===== config.mk =====
export PLATFORM = sky130hd
export DESIGN_NAME = insn_len_decoder
export DESIGN_NICKNAME = d
export VERILOG_FILES = /design/src/rtl/insn_dec_pkg.sv /design/src/rtl/insn_classify.sv /design/src/rtl/insn_fields.sv /design/src/rtl/insn_len_decoder.sv
export SDC_FILE = /design/constraint.sdc
export NUM_CORES = 1
export LEC_CHECK = 0
export ABC_CLOCK_PERIOD_IN_PS = 1400
export BUFFER_PORTS_ARGS = -buffer_cell sky130_fd_sc_hd__buf_2
export CORE_UTILIZATION = 33
export CTS_CLUSTER_DIAMETER = 150
export DETAILED_ROUTE_END_ITERATION = 10
export PLACE_DENSITY = 0.68
export SYNTH_ARGS = -nofsm -noshare
export SYNTH_HDL_FRONTEND = slang
export SYNTH_SLANG_ARGS = --single-unit

===== constraint.sdc =====
create_clock -name clk -period 1.4 [get_ports clk]
set_clock_uncertainty 0.15 [all_clocks]
set_input_delay 0.07 -clock clk [delete_from_list [all_inputs] [get_ports clk]]
set_output_delay 0.07 -clock clk [all_outputs]
set_load 0.05 [all_outputs]

===== src/rtl/insn_dec_pkg.sv =====
package insn_dec_pkg;

    localparam int WIN_BYTES   = 6;
    localparam int WIN_W       = WIN_BYTES * 8;
    localparam int IMM_BYTES   = 4;
    localparam int IMM_W       = IMM_BYTES * 8;
    localparam int IMM_FIRST   = 2;
    localparam int LEN_W       = 3;

    localparam logic [3:0] REG_NONE  = 4'hF;

    localparam logic [3:0] OPC_HALT  = 4'h0;
    localparam logic [3:0] OPC_NOP   = 4'h1;
    localparam logic [3:0] OPC_RMOVE = 4'h2;
    localparam logic [3:0] OPC_IMOVE = 4'h3;
    localparam logic [3:0] OPC_STORE = 4'h4;
    localparam logic [3:0] OPC_LOAD  = 4'h5;
    localparam logic [3:0] OPC_ALU   = 4'h6;

    localparam logic [3:0] ALU_FN_MAX = 4'h3;

    typedef struct packed {
        logic [LEN_W-1:0] len;
        logic             bad;
        logic             halt;
        logic             use_ra;
        logic             use_rb;
        logic             use_imm;
    } insn_class_t;

endpackage


===== src/rtl/insn_classify.sv =====
module insn_classify
    import insn_dec_pkg::*;
(
    input  logic [7:0]  first_byte,
    output insn_class_t cls
);

    logic [3:0] opc;
    logic [3:0] fn;

    assign opc = first_byte[7:4];
    assign fn  = first_byte[3:0];

    always_comb begin
        cls         = '0;
        cls.len     = LEN_W'(1);
        unique case (opc)
            OPC_HALT: begin
                if (fn == 4'h0) cls.halt = 1'b1;
                else            cls.bad  = 1'b1;
            end
            OPC_NOP: begin
                if (fn != 4'h0) cls.bad = 1'b1;
            end
            OPC_RMOVE: begin
                if (fn != 4'h0) cls.bad = 1'b1;
                else begin
                    cls.len    = LEN_W'(2);
                    cls.use_ra = 1'b1;
                    cls.use_rb = 1'b1;
                end
            end
            OPC_IMOVE: begin
                if (fn != 4'h0) cls.bad = 1'b1;
                else begin
                    cls.len     = LEN_W'(6);
                    cls.use_rb  = 1'b1;
                    cls.use_imm = 1'b1;
                end
            end
            OPC_STORE, OPC_LOAD: begin
                if (fn != 4'h0) cls.bad = 1'b1;
                else begin
                    cls.len     = LEN_W'(6);
                    cls.use_ra  = 1'b1;
                    cls.use_rb  = 1'b1;
                    cls.use_imm = 1'b1;
                end
            end
            OPC_ALU: begin
                if (fn > ALU_FN_MAX) cls.bad = 1'b1;
                else begin
                    cls.len    = LEN_W'(2);
                    cls.use_ra = 1'b1;
                    cls.use_rb = 1'b1;
                end
            end
            default: cls.bad = 1'b1;
        endcase
    end

    // Immediate checks on the classification
    always_comb begin
        if (cls.bad)
            assert_bad_len_one_R9: assert (cls.len == LEN_W'(1) && !cls.use_imm);
        if (cls.halt)
            assert_halt_not_bad_R10: assert (!cls.bad);
    end

endmodule


===== src/rtl/insn_fields.sv =====
module insn_fields
    import insn_dec_pkg::*;
(
    input  logic [WIN_W-1:0] win,
    input  insn_class_t      cls,
    output logic [3:0]       ra,
    output logic [3:0]       rb,
    output logic [IMM_W-1:0] imm
);

    logic [IMM_W-1:0] imm_raw;

    // Little-endian reassembly: byte IMM_FIRST+i lands in bits [8i+7:8i]
    for (genvar i = 0; i < IMM_BYTES; i++) begin : g_imm_byte
        assign imm_raw[8*i +: 8] = win[8*(IMM_FIRST+i) +: 8];
    end

    assign ra  = cls.use_ra  ? win[15:12] : REG_NONE;
    assign rb  = cls.use_rb  ? win[11:8]  : REG_NONE;
    assign imm = cls.use_imm ? imm_raw    : '0;

endmodule


===== src/rtl/insn_len_decoder.sv =====
module insn_len_decoder
    import insn_dec_pkg::*;
#(
    parameter int PC_W = 32
) (
    input  logic               clk,
    input  logic               rst_n,
    input  logic [PC_W-1:0]    pc_in,
    input  logic [WIN_W-1:0]   win_bytes,
    output logic [3:0]         op_code,
    output logic [3:0]         fn_code,
    output logic [3:0]         reg_a,
    output logic [3:0]         reg_b,
    output logic [IMM_W-1:0]   imm_val,
    output logic [LEN_W-1:0]   insn_len,
    output logic [PC_W-1:0]    next_pc,
    output logic               bad_insn,
    output logic               halt_seen
);

    insn_class_t      cls;
    logic [3:0]       ra_d;
    logic [3:0]       rb_d;
    logic [IMM_W-1:0] imm_d;
    logic [PC_W-1:0]  npc_d;

    insn_classify u_classify (
        .first_byte (win_bytes[7:0]),
        .cls        (cls)
    );

    insn_fields u_fields (
        .win (win_bytes),
        .cls (cls),
        .ra  (ra_d),
        .rb  (rb_d),
        .imm (imm_d)
    );

    assign npc_d = pc_in + PC_W'(cls.len);

    // Output register: reset-idle -> decoded on the first edge after reset
    always_ff @(posedge clk or negedge rst_n) begin
        if (!rst_n) begin
            op_code   <= '0;
            fn_code   <= '0;
            reg_a     <= REG_NONE;
            reg_b     <= REG_NONE;
            imm_val   <= '0;
            insn_len  <= '0;
            next_pc   <= '0;
            bad_insn  <= 1'b0;
            halt_seen <= 1'b0;
        end else begin
            op_code   <= win_bytes[7:4];
            fn_code   <= win_bytes[3:0];
            reg_a     <= ra_d;
            reg_b     <= rb_d;
            imm_val   <= imm_d;
            insn_len  <= cls.len;
            next_pc   <= npc_d;
            bad_insn  <= cls.bad;
            halt_seen <= cls.halt;
        end
    end

    assert_len_legal_R3: assert property (@(posedge clk) disable iff (!rst_n)
        $past(rst_n) |-> (insn_len == 3'd1 || insn_len == 3'd2 || insn_len == 3'd6));

    assert_next_pc_step_R7: assert property (@(posedge clk) disable iff (!rst_n)
        $past(rst_n) |-> next_pc == $past(pc_in) + PC_W'(insn_len));

    assert_bad_regs_none_R6: assert property (@(posedge clk) disable iff (!rst_n)
        bad_insn |-> (reg_a == REG_NONE && reg_b == REG_NONE && insn_len == 3'd1));

    assert_halt_only_zero_R10: assert property (@(posedge clk) disable iff (!rst_n)
        halt_seen |-> (!bad_insn && op_code == 4'h0 && fn_code == 4'h0));

    assert_imm_only_long_R5: assert property (@(posedge clk) disable iff (!rst_n)
        (imm_val != '0) |-> insn_len == 3'd6);

    assert_opcode_follows_R2: assert property (@(posedge clk) disable iff (!rst_n)
        $past(rst_n) |-> {op_code, fn_code} == $past(win_bytes[7:0]));

endmodule


* After elaboration in Yosys (flattened, before gate mapping)
Cells that the tools add are included.
** Operators by class
- Order comparisons :: 1
- Reductions and logical operators :: 6
- Multiplexer cells :: 19
- Equal/unequal tests :: 6
- Add/subtract/negate cells :: 1
** Operators with widths (number)
- adder 32 x 3 -> 32 bit :: 1
- two-way mux 32 bit :: 1
- equality test 4 x 3 -> 1 bit, second input constant :: 3
- one-hot mux 3 bit (3 select lines) :: 1
- equality test 4 x 2 -> 1 bit, second input constant :: 2
- logical NOT 4 bit :: 2
- two-way mux 2 bit :: 4
- two-way mux 4 bit :: 2
- two-way mux 3 bit :: 2
- one-hot mux 1 bit (3 select lines) :: 2
- two-way mux 1 bit :: 5
- OR reduction 5 bit :: 1
- equality test 4 x 1 -> 1 bit, second input constant :: 1
- > comparator 4 x 2 -> 1 bit, second input constant :: 1
- one-hot mux 1 bit (4 select lines) :: 1
- nonzero test 4 bit :: 1
- OR reduction 3 bit :: 1
- one-hot mux 1 bit (2 select lines) :: 1
- OR reduction 2 bit :: 1
** Word-level totals
- Flip-flop bits (word level) :: 85
- Bits of input ports :: 82
- Output and inout port bits :: 85

* Longest topological paths before layout
Gate-level depths: netlist (run 1).
- Depth in word-level cells :: 4
- Mapped depth :: 11
- Depth with buffers taken out :: 10

* Hierarchy
From an unflattened synthesis (run 1), not the netlist that was laid out.
** Second synthesis, totals
- Cells, all modules :: 248
- Area total of the unflattened synthesis :: 3365.7 um^2
** By module, submodules not included
- insn_len_decoder :: times used 1, cells each 187, area an instance 2925.3 um^2
- insn_fields :: times used 1, cells each 43, area an instance 305.3 um^2
- insn_classify :: times used 1, cells each 18, area an instance 135.1 um^2

* Worst setup path before layout (run 1)
Ideal clock, no wire load.
- Path type :: input port to flip-flop
- Start :: in win_bytes[3]
- End :: reg next_pc[20]
- Data arrival time :: 2330 ps
- Setup slack :: -1159 ps
- Stages on the path :: 11
- Setup time :: 80 ps
- Cell sequence :: nor4_1 -> mux2i_1 -> o21ai_0 -> nand2b_1 -> ha_1 -> fa_1 -> a21o_1 -> and4_1 -> buf_2 -> nand4_1 -> xnor2_1
** RTL lines
- from (decl) :: RTL line insn_len_decoder.sv:9 : input logic [WIN_W-1:0] win_bytes,
- to (signal assigned) :: RTL line insn_len_decoder.sv:61 : next_pc <= npc_d;
- to (decl) :: RTL line insn_len_decoder.sv:16 : output logic [PC_W-1:0] next_pc,

==> summary.md, run 1 <==
| Metric | Value |
|---|---|
| Status | finished with violations |
| Failing checks | hold timing, setup timing |
| Library cells used by synthesis | 36 |
| Vias/cell | 4.429 |
| Critical Path AT | 2.11 ns |
| PwrDens | 960.6 mW/mm^2 |
| Max-cap violations | 0 |
| Initial drt markers | between 50 and 60 |
| Clock slew at reported path FFs | ~0.07 ns |
| Synth Register Bits | 85 |
| Kind of critical path | in2reg |
| Post-synthesis sequential area ratio | 66.10% |
| Ys Warns | 0 |
| Cell taking the most area after synthesis | dfrtp_1 |
| Vert. Die Dim | 101.0 um |
| Origin of the worst min-delay path | pc_in[0] |
| Synth Instances | 250 |
| Slew @ Worst Pin | 0.4376 ns |
| Total power | 5594 uW |
| Share of cells above drive strength 1 | between 40% and 50% |
| RSZ-0062 raised after global routing | true |
| WP data required | 1.51 ns |
| Register area | 0.002137 sq mm |
| Syn Std Cell Area | 0.003233 sq mm |
| Syn_area_per_cell | between 10 and 15 sq um |
| Multi-input gate area | approximately 0.0013 sq mm |
| Final worst slack | -0.5990 ns |
| I/O pin cnt | ~170 |
| Slew Limit Fails | 0 |
| Die ar. | 0.01020 sq mm |
| Pre-antenna DRT Iters | 4 |
| Starting density of the core | 34.50% |
| Hold Path Depth | 2 |
| Total GRT Usage | about a fifth |
| Row cnt | 35 |
| Worst-path fanout max | 3 |
| Final hold slack | -0.1601 ns |
| Final instance count without filler cells | 678 |
| Pleak | 0.002932 uW |
| Final hold violations | 4 |
| Final core utilization | 62.14% |
| Total grt overflow | 0 |
| Final wirelength | 9690 um |
| Post-layout minimum cycle time | around 2.0 ns |
| Top cells by instance count after synthesis | dfrtp_1 (77), and2_1 (36), xnor2_1 (19) |
| TritonCTS clock tree | built |
| Antenna diodes | 0 |
| Fin crit share | 142.8% |
| CP startpoint kind | input port |
| IO buf count | 166 |
| Final Instance Area | 0.005823 sq mm |
| # H-tree levels | 3 |
| Vias after detailed routing | approximately 3,000 |
| Root cell of the clock tree | clkbuf_8 |
| DP Cell Count | about 570 |
| Final setup fails | 31 |
| Longest Clk Path Bufs | 2 |
| Worst Hold Path EP | next_pc[0] |
| Antenna Nets Post-Route | 0 |
| VDD IR max | 0.4342 mV |
| Core box area | between 0.009 and 0.01 sq mm |
| First-pass GRT wire length | 15,020 um |
| Count leader, synth | dfrtp_1 |
| Total CTS buffers | 9 |
| Placed cell areas | 0.004481 sq mm |
| Hold Buf Count CTS | 81 |
| Largest net degree at the start of global routing | 86 |
| Vias in the first global route | about 3,200 |
| Peak Freq | 500.2 MHz |
| Final HPWL DP | between 5000 and 6000 um |
| Synth Net Count | between 300 and 400 |
| Routed wire per std cell | 14.29 um |
| FILL cells | 763 |
| Worst Setup End Kind | register |
| Async SR Flop Fraction | 100.0% |
| Synth top area share | 59.60% |
| Worst slew margin | 70.83% |
| DRC Markers | 0 |
| GPL Wtd Cong | 0.7513 |
| Min-delay worst type | in2reg |
| EDFF count, synth | 0 |
| Largest cells by area after synthesis | dfrtp_1 (60%), and2_1 (7.0%), dfstp_2 (6.5%) |
| Synth-to-Final Area Change | 80.11% |
| Sink Count | 85 |
| Number of antenna violations at the first check in global routing | 0 |
| Most common flop cell mapped by yosys | dfrtp_1 |
| Die Wd | a little over 100 um |
| Nets | 630 |
[layout by cell type (no fill, tap or decap), types with 4 or more instances in the layout]
master,n
buf_2,162
dlygate4sd3_1,80
dfrtp_1,77
and2_1,35
buf_4,35
xnor2_1,14
nand4_1,11
xor2_1,11
nand2_1,11
nor2_1,10
clkbuf_8,9
buf_6,9
dfstp_2,8
and4_1,6
nor3_2,5
xnor2_2,5
and3_1,4
[state kept, by name, indices dropped and copies added (netlist names)]
signal	flops
insn_len	3
reg_a	4
reg_b	4
imm_val	32
halt_seen	1
bad_insn	1
fn_code	4
op_code	4
next_pc	32
[kinds of logic after synthesis]
| kind of cell | after synthesis | share of synthesized area, % |
|---|---|---|
| compound gates | 10 | 2.013 |
| xor+xnor | 30 | 8.127 |
| fa+ha+maj | 4 | 1.780 |
| buf+inv | 9 | 1.780 |
| flops | 85 | 66.10 |
| mux | 1 | 0.3096 |
| simple gates | 111 | 19.89 |
[worst max-delay path: stages]
cell      delay, ns
buf_8          0.11
nor4_4         0.28
mux2i_1        0.12
o21ai_2        0.18
nand2b_1       0.12
ha_2           0.20
fa_2           0.34
a21o_1         0.21
buf_6          0.13
buf_4          0.13
nand4_1        0.09
xnor2_1        0.13
[layout make-up]
type | count | area share, %
Sequential cell | 85 | 36.70
Clock inverter | 6 | 1.934
Clock buffer | 10 | 2.192
Multi-Input combinational cell | 157 | 21.62
Tap cell | 129 | 2.772
Inverter | 2 | 0.1289
Timing Repair Buffer | 289 | 34.66
[where the power goes]
group / switching [uW] / internal, uW
Clock: 857 / 1190
Sequential: 21.5 / 2530
Combinational: 570 / 425
[routing by layer]
layer / track usage (%) / vias up / wire length, um
li1: - / 1421 / -
met1: 19.88 / 1435 / 3627
met2: 37.57 / 129 / 5127
met3: 6.449 / 18 / 744
met4: 7.246 / 0 / 191
met5: 0 / - / 0
[through the flow]
| step | setup slack [ns] | TNS, ns |
|---|---|---|
| finish | -0.5990 | -15.61 |
| floorplan | -0.8516 | -21.87 |
| global placement | -1.007 | -37.92 |
| detailed placement | -1.087 | -39.69 |
| global route | -0.7182 | -18.14 |
| CTS | -0.5495 | -13.57 |
[worst max path at each step]
stage	startpoint	endpoint	slack, ns	cells past startpoint
finish	win_bytes[1]	next_pc[6]	-0.60	12
global route	win_bytes[1]	next_pc[10]	-0.72	12
CTS	win_bytes[1]	next_pc[10]	-0.55	12
detailed placement	win_bytes[3]	next_pc[28]	-1.09	10
global placement	win_bytes[3]	next_pc[28]	-1.01	10
floorplan	win_bytes[3]	next_pc[9]	-0.85	8
[what timing repair did]
| item | in CTS | in global routing |
|---|---|---|
| buffers inserted | 8 | 5 |
| pin swaps | 21 | 11 |
| gates cloned | 1 | 0 |
| hold endpoints to repair | 169 | 4 |
| endpoints found under the setup margin | 31 | 37 |
| resized for setup | 33 | 12 |
Note: power is estimated with default switching activity, not from simulation.
==> run 2, diff against run 1 <==
Settings changed: SYNTH_HIERARCHICAL set to 1.
==> run 2 against run 1 <==
Compared with the run above:
- the run still ends with hold timing, setup timing left
- core utilization fell by 2.0 points
- die area rose by 4.0%
- synthesized area rose by 4.1%
- critical endpoint is now next_pc[25]
==> summary.md, run 2 <==
| Metric | Value |
|---|---|
| First-pass GRT wire length | 14,340 um (was 15,020 um) |
| GPL Wtd Cong | 0.7714 (was 0.7513) |
| Synth Net Count | 334 (was 336) |
| Final HPWL DP | 6020 um (was 5949 um) |
| Sequential share of power | 47.2% (was 45.6%) |
| Initial drt markers | 51 (was 55) |
| Final instance count without filler cells | 673 (was 678) |
| Final hold slack | -0.3113 ns (was -0.1601 ns) |
| Longest Clk Path Bufs | 2 (unchanged) |
| Library cells used by synthesis | 39 (was 36) |
| Max-cap violations | 0 (unchanged) |
| VDD IR max | 0.4564 mV (was 0.4342 mV) |
| Gate power share | 18.4% (was 17.8%) |
| Synth top area share | 57.25% (was 59.60%) |
| WL met2 | 5079 um (was 5127 um) |
| Vias after detailed routing | 2,961 (was 3,003) |
| Pleak | 0.002973 uW (was 0.002932 uW) |
| Net Sw Power | 1451 uW (was 1449 uW) |
| Number of antenna violations at the first check in global routing | 0 (unchanged) |
| Total grt overflow | 0 (unchanged) |
| RSZ-0062 raised after global routing | true (unchanged) |
| Post-layout minimum cycle time | 2.124 ns (was 1.999 ns) |
| Vert. Die Dim | 103.0 um (was 101.0 um) |
| Top routing layer used | met4 (unchanged) |
| Total CTS buffers | 9 (unchanged) |
| Starting density of the core | 34.28% (was 34.50%) |
| Fin crit share | 151.7% (was 142.8%) |
| Min-delay worst type | in2reg (unchanged) |
| Syn Std Cell Area | 0.003366 sq mm (was 0.003233 sq mm) |
| Async SR Flop Fraction | 100.0% (unchanged) |
| WP data required | 1.48 ns (was 1.51 ns) |
| TritonCTS clock tree | built (unchanged) |
| Routed wire per std cell | 14.21 um (was 14.29 um) |
| Die ar. | 0.01061 sq mm (was 0.01020 sq mm) |
| Largest regs | imm_val (32), next_pc (32) (unchanged) |
| Multi-input gate area | 0.001333 sq mm (was 0.001259 sq mm) |
| Synth Register Bits | 85 (unchanged) |
| Most common cell after layout, fill and taps aside | buf_2 (unchanged) |
| Clock slew at reported path FFs | 0.09 ns (was 0.07 ns) |
| Worst Setup End Kind | register (unchanged) |
| Nets | 621 (was 630) |
| Top cells by instance count after synthesis | dfrtp_1 (77), and2_2 (32), xor2_1 (18) (was dfrtp_1 (77), and2_1 (36), xnor2_1 (19)) |
| Cell internal pwr | 3950 uW (was 4145 uW) |
| Worst-path fanout max | 6 (was 3) |
| Peak Freq | 470.7 MHz (was 500.2 MHz) |
| Final hold violations | 5 (was 4) |
| Final wirelength | 9560 um (was 9690 um) |
| Count leader, synth | dfrtp_1 (unchanged) |
| WL met3 | 563 um (was 744 um) |
| Antenna diodes | 0 (unchanged) |
| FILL cells | 805 (was 763) |
| Register area | 0.002137 sq mm (unchanged) |
| Vias in the first global route | 3,028 (was 3,175) |
| Total GRT Usage | 18.11% (was 19.73%) |
| Critical Path AT | 2.21 ns (was 2.11 ns) |
| Core box area | 0.009819 sq mm (was 0.009371 sq mm) |
| Synth-to-Final Area Change | 75.39% (was 80.11%) |
| Row cnt | 36 (was 35) |
| Slew @ Worst Pin | 0.4827 ns (was 0.4376 ns) |
| Vias/cell | 4.400 (was 4.429) |
| Slew Limit Fails | 0 (unchanged) |
| Final core utilization | 60.12% (was 62.14%) |
| Cell taking the most area after synthesis | dfrtp_1 (unchanged) |
| Die Wd | 103.0 um (was 101.0 um) |
| Most common flop cell mapped by yosys | dfrtp_1 (unchanged) |
| Synth Instances | 248 (was 250) |
| Final setup fails | 31 (unchanged) |
| Syn_area_per_cell | 13.57 sq um (was 12.93 sq um) |
| Root cell of the clock tree | clkbuf_8 (unchanged) |
| Switching share of power | 26.87% (was 25.90%) |
| Post-synthesis sequential area ratio | 63.49% (was 66.10%) |
| Metal-1 WL | 3714 um (was 3627 um) |
| # H-tree levels | 3 (unchanged) |
| DP Cell Count | 565 (was 568) |
| Antenna Nets Post-Route | 0 (unchanged) |
| Pre-antenna DRT Iters | 4 (unchanged) |
| CP startpoint kind | input port (unchanged) |
| Largest cells by area after synthesis | dfrtp_1 (57%), and2_2 (7.1%), dfstp_2 (6.2%) (was dfrtp_1 (60%), and2_1 (7.0%), dfstp_2 (6.5%)) |
| Failing checks | hold timing, setup timing (unchanged) |
| Worst slew margin | 67.72% (was 70.83%) |
| Share of cells above drive strength 1 | 54.63% (was 49.54%) |
| DRC Markers | 0 (unchanged) |
| I/O pin cnt | 167 (unchanged) |
| Sink Count | 85 (unchanged) |
| Status | finished with violations (unchanged) |
| Most frequent cells in the layout | buf_2 (160), dlygate4sd3_1 (80), dfrtp_1 (77) (was buf_2 (162), dlygate4sd3_1 (80), dfrtp_1 (77)) |
| Largest net degree at the start of global routing | 86 (unchanged) |
| Kind of critical path | in2reg (unchanged) |
| Final worst slack | -0.7243 ns (was -0.5990 ns) |
| Ys Warns | 6 (was 0) |
| Clock power share | 34.4% (was 36.6%) |
| IO buf count | 166 (unchanged) |
| PwrDens | 915.1 mW/mm^2 (was 960.6 mW/mm^2) |
| EDFF count, synth | 0 (unchanged) |
## run 2: cell types whose count changed after synthesis, sizes merged, moves of 6 or more
cell and change:
inv +6, xor2 +7, nand4 -6, nand2b +8, nor4 +9, xnor2 -7, nand2 -6, nor2 -11
## run 2: cell type report
| class | instances | area share, % |
|---|---|---|
| Timing Repair Buffer | 282 | 34.27 |
| Sequential cell | 85 | 36.20 |
| Clock inverter | 7 | 1.526 |
| Inverter | 8 | 0.5087 |
| Tap cell | 133 | 2.819 |
| Clock buffer | 9 | 2.098 |
| Multi-Input combinational cell | 149 | 22.57 |
## run 2: through the flow
step | TNS [ns] | worst slack (ns) | cell area [sq um] | hold WS (ns) | power, uW
after floorplan | -23.22 | -0.9013 | 3393 | -0.3756 | 2991
after global placement | -34.66 | -1.060 | 4566 | -0.01609 | 3333
after detailed placement | -37.15 | -1.114 | 4566 | -0.01240 | 3344
after CTS | -18.56 | -0.7193 | 5778 | -0.3332 | 5424
after global routing | -20.98 | -0.7646 | 5903 | -0.3361 | 5637
final | -19.87 | -0.7243 | 5903 | -0.3113 | 5402
## run 2: repair_timing
item	4_1_cts	5_1_grt
gates cloned	1	0
buffers inserted	10	3
pin swaps	12	17
endpoints found under the hold margin	168	6
hold buffers	79	1
setup endpoints to repair	31	31
resized for setup	26	22
## run 2: metal layers
metal / vias up / track usage, %
li1: 1406 / -
met1: 1419 / 19.89
met2: 118 / 32.97
met3: 18 / 4.678
met4: 0 / 7.801
met5: - / 0
## run 2: path summary, 6_finish.rpt
kind                               from           to  slack, ns  depth (start not counted)
setup / recovery           win_bytes[0]  next_pc[25]      -0.72                         12
max in group asynchronous         rst_n     reg_b[2]       0.57                          3
hold / removal             win_bytes[2]   fn_code[2]      -0.31                          1
min in group asynchronous         rst_n   fn_code[2]       0.13                          3
## run 2: critical path, cell delays in order
cell	delay, ns
buf_8	0.10
nor4_4	0.28
a21bo_1	0.28
a21o_1	0.23
ha_4	0.17
buf_4	0.13
buf_6	0.11
a211o_4	0.35
nand3_4	0.11
buf_12	0.16
nor3_4	0.04
xor2_1	0.17
## run 2: cell families (layout without fill, tap and decap cells)
family / Yosys count / in the layout / synth area share [%]
simple gates: 101 / 101 / 21.52
flops: 85 / 85 / 63.49
xor+xnor: 30 / 30 / 7.807
compound gates: 14 / 14 / 3.346
buf+inv: 14 / 306 / 2.119
fa+ha+maj: 4 / 4 / 1.710
## run 2: power groups by stage
stage	clock network [uW]	logic (uW)	registers, uW
after floorplan	0	114	2880
after detailed placement	0	747	2600
after global routing	2020	1060	2560
final	1860	992	2550
after global placement	0	736	2600
after CTS	1910	963	2550
==> run 3, diff against run 2 <==
Settings changed: PLACE_DENSITY 0.68 to 0.7.
==> run 3 against run 2 <==
Compared with the run above:
- the flow still finishes with violations (hold timing, setup timing)
- clock-buffer cell count is 1 higher
- non-clock buffer count is 8 higher
- total power is 7.9% higher
- flip-flop and latch count stayed put
- combinational power hardly changed
- cell count is 1.2% higher
- die area stayed put
- core utilization is 1.3 points higher
- sequential share of layout area is 0.78 points lower
- largest power group unchanged
- highest routed layer unchanged
==> summary.md, run 3 (synthesis results as in run 2) <==
| Metric | Value |
|---|---|
| Most common cell after layout, fill and taps aside | buf_2 (unchanged) |
| Critical-path cell list | buf_2 -> or2b_2 -> a21bo_1 -> a21o_1 -> ha_4 -> fa_2 -> a21o_2 -> nand4_1 -> buf_12 -> nor3_1 -> xor2_1 (was buf_8 -> nor4_4 -> a21bo_1 -> a21o_1 -> ha_4 -> buf_4 -> buf_6 -> a211o_4 -> nand3_4 -> buf_12 -> nor3_4 -> xor2_1) |
| Most frequent cells in the layout | buf_2 (162), dlygate4sd3_1 (79), dfrtp_1 (77) (was buf_2 (160), dlygate4sd3_1 (80), dfrtp_1 (77)) |
| Slew @ Worst Pin | 0.4959 ns (was 0.4827 ns) |
| Total grt overflow | 0 (unchanged) |
| First-pass GRT wire length | 14,950 um (was 14,340 um) |
| Final setup fails | 31 (unchanged) |
| Die ar. | 0.01061 sq mm (unchanged) |
| Pleak | 0.003070 uW (was 0.002973 uW) |
| Peak Freq | 463.7 MHz (was 470.7 MHz) |
| Switching share of power | 25.11% (was 26.87%) |
| Clock slew at reported path FFs | 0.08 ns (was 0.09 ns) |
| Hold Path Depth | 1 (unchanged) |
| Row cnt | 36 (unchanged) |
| I/O pin cnt | 167 (unchanged) |
| Origin of the worst min-delay path | win_bytes[2] (unchanged) |
| Final hold slack | -0.3088 ns (was -0.3113 ns) |
| Placed cell areas | 0.004596 sq mm (was 0.004566 sq mm) |
| VDD IR max | 0.5514 mV (was 0.4564 mV) |
| Share of cells above drive strength 1 | 55.66% (was 54.63%) |
| Min-delay worst type | in2reg (unchanged) |
| Final HPWL DP | 5923 um (was 6020 um) |
| Setup crit end | next_pc[12] (was next_pc[25]) |
| Largest net degree at the start of global routing | 86 (unchanged) |
| Final worst slack | -0.7566 ns (was -0.7243 ns) |
| Core box area | 0.009819 sq mm (unchanged) |
| DP Cell Count | 569 (was 565) |
| Slew Limit Fails | 0 (unchanged) |
| Number of antenna violations at the first check in global routing | 0 (unchanged) |
| Placement Setup Slack | -1.113 ns (was -1.114 ns) |
| Final wirelength | 9926 um (was 9560 um) |
| Final hold violations | 5 (unchanged) |
| Max-cap violations | 0 (unchanged) |
| Largest regs | imm_val (32), next_pc (32) (unchanged) |
| Crit-path leading delay family | compound AO/OA/AOI/OAI gates (unchanged) |
| CP startpoint | win_bytes[5] (was win_bytes[0]) |
| Total power | 5828 uW (was 5402 uW) |
| Nets | 629 (was 621) |
| # H-tree levels | 3 (unchanged) |
| Routed wire per std cell | 14.58 um (was 14.21 um) |
| GPL Wtd Cong | 0.7799 (was 0.7714) |
| Starting density of the core | 34.28% (unchanged) |
| Final Instance Area | 0.006033 sq mm (was 0.005903 sq mm) |
| Die Wd | 103.0 um (unchanged) |
| Clock power share | 39.2% (was 34.4%) |
| Antenna Nets Post-Route | 0 (unchanged) |
| Vert. Die Dim | 103.0 um (unchanged) |
| Worst Setup End Kind | register (unchanged) |
| Initial drt markers | 44 (was 51) |
| TritonCTS clock tree | built (unchanged) |
| DRC Markers | 0 (unchanged) |
| Sink Count | 85 (unchanged) |
| IO buf count | 166 (unchanged) |
| Total CTS buffers | 9 (unchanged) |
| CP startpoint kind | input port (unchanged) |
| Total GRT Usage | 18.78% (was 18.11%) |
| PwrDens | 965.9 mW/mm^2 (was 915.1 mW/mm^2) |
| Critical Path AT | 2.22 ns (was 2.21 ns) |
| FILL cells | 787 (was 805) |
| Kind of critical path | in2reg (unchanged) |
| Root cell of the clock tree | clkbuf_8 (unchanged) |
| Worst path slowest cell | fa_2 (was a211o_4) |
| Vias in the first global route | 3,117 (was 3,028) |
| Worst slew margin | 66.84% (was 67.72%) |
| Worst-path fanout max | 13 (was 6) |
| Fin crit share | 154.0% (was 151.7%) |
| Sequential share of power | 43.7% (was 47.2%) |
| Antenna diodes | 0 (unchanged) |
| Gate power share | 17.0% (was 18.4%) |
| Post-layout minimum cycle time | 2.157 ns (was 2.124 ns) |
| Vias/cell | 4.435 (was 4.400) |
| Synth-to-Final Area Change | 79.26% (was 75.39%) |
| Vias after detailed routing | 3,020 (was 2,961) |
| Final instance count without filler cells | 681 (was 673) |
| Failing checks | hold timing, setup timing (unchanged) |
| Pre-antenna DRT Iters | 4 (unchanged) |
| Worst path bufs/invs | 2 (was 4) |
| RSZ-0062 raised after global routing | true (unchanged) |
| Status | finished with violations (unchanged) |
| CP Depth | 11 (was 12) |
| WP data required | 1.46 ns (was 1.48 ns) |
| Cell internal pwr | 4365 uW (was 3950 uW) |
| Longest Clk Path Bufs | 2 (unchanged) |
| Max incr delay on CP | 0.34 ns (was 0.35 ns) |
| Net Sw Power | 1463 uW (was 1451 uW) |
## run 3: cell types whose count changed in the layout (fill, tap and decap cells not counted), moves of 2 or more
| cell | previous run | this run |
|---|---|---|
| nor4_2 | 3 | 1 |
| clkinvlp_4 | 2 | 0 |
| bufinv_16 | 2 | 4 |
| clkinv_2 | 3 | 1 |
| buf_4 | 27 | 35 |
| buf_2 | 160 | 162 |
## run 3: worst min path at each step
stage,end,slack [ns]
floorplan,bad_insn,-0.38
global placement,op_code[0],-0.01
detailed placement,halt_seen,-0.01
CTS,fn_code[0],-0.33
global route,fn_code[2],-0.33
finish,fn_code[2],-0.31
## run 3: per-layer routing
metal  wire length, um  up-vias  share of wire [%]  global-route usage, %
met5                 0        -                  0                      0
met4               204        0                2.1                  8.884
met3               700       19                7.1                  4.203
met2              5277      133                 53                  35.08
met1              3743     1448                 38                  19.97
li1                  -     1420                  -                      -
## run 3: cell type report
class / instances / area (sq um) / share of cell area [%]
Clock buffer: 10 / 137.6 / 2.281
Clock inverter: 6 / 133.9 / 2.219
Inverter: 8 / 30.03 / 0.4977
Multi-Input combinational cell: 149 / 1360 / 22.54
Sequential cell: 85 / 2137 / 35.42
Tap cell: 133 / 166.4 / 2.758
Timing Repair Buffer: 290 / 2068 / 34.28
## run 3: power groups by stage
stage | clock, uW | sequential, uW | combinational, uW
after detailed placement | 0 | 2600 | 749
after global placement | 0 | 2600 | 739
after floorplan | 0 | 2880 | 114
after global routing | 2450 | 2560 | 1060
after CTS | 2340 | 2550 | 963
final | 2280 | 2550 | 994
## run 3: repair_timing
item,4_1_cts,5_1_grt
cloned,1,0
pin swaps,23,16
resized for setup,36,13
hold buffers,79,1
endpoints found under the setup margin,31,31
setup buffers,10,8
hold endpoints to repair,168,6
## run 3: metrics by stage
stage          setup TNS [ns]  utilization (%)
2_1_floorplan          -23.22                -
3_3_place_gp           -33.64            46.80
3_5_place_dp           -36.31            46.80
4_1_cts                -18.33            60.40
5_1_grt                -20.32            61.44
6_report               -18.63            61.44
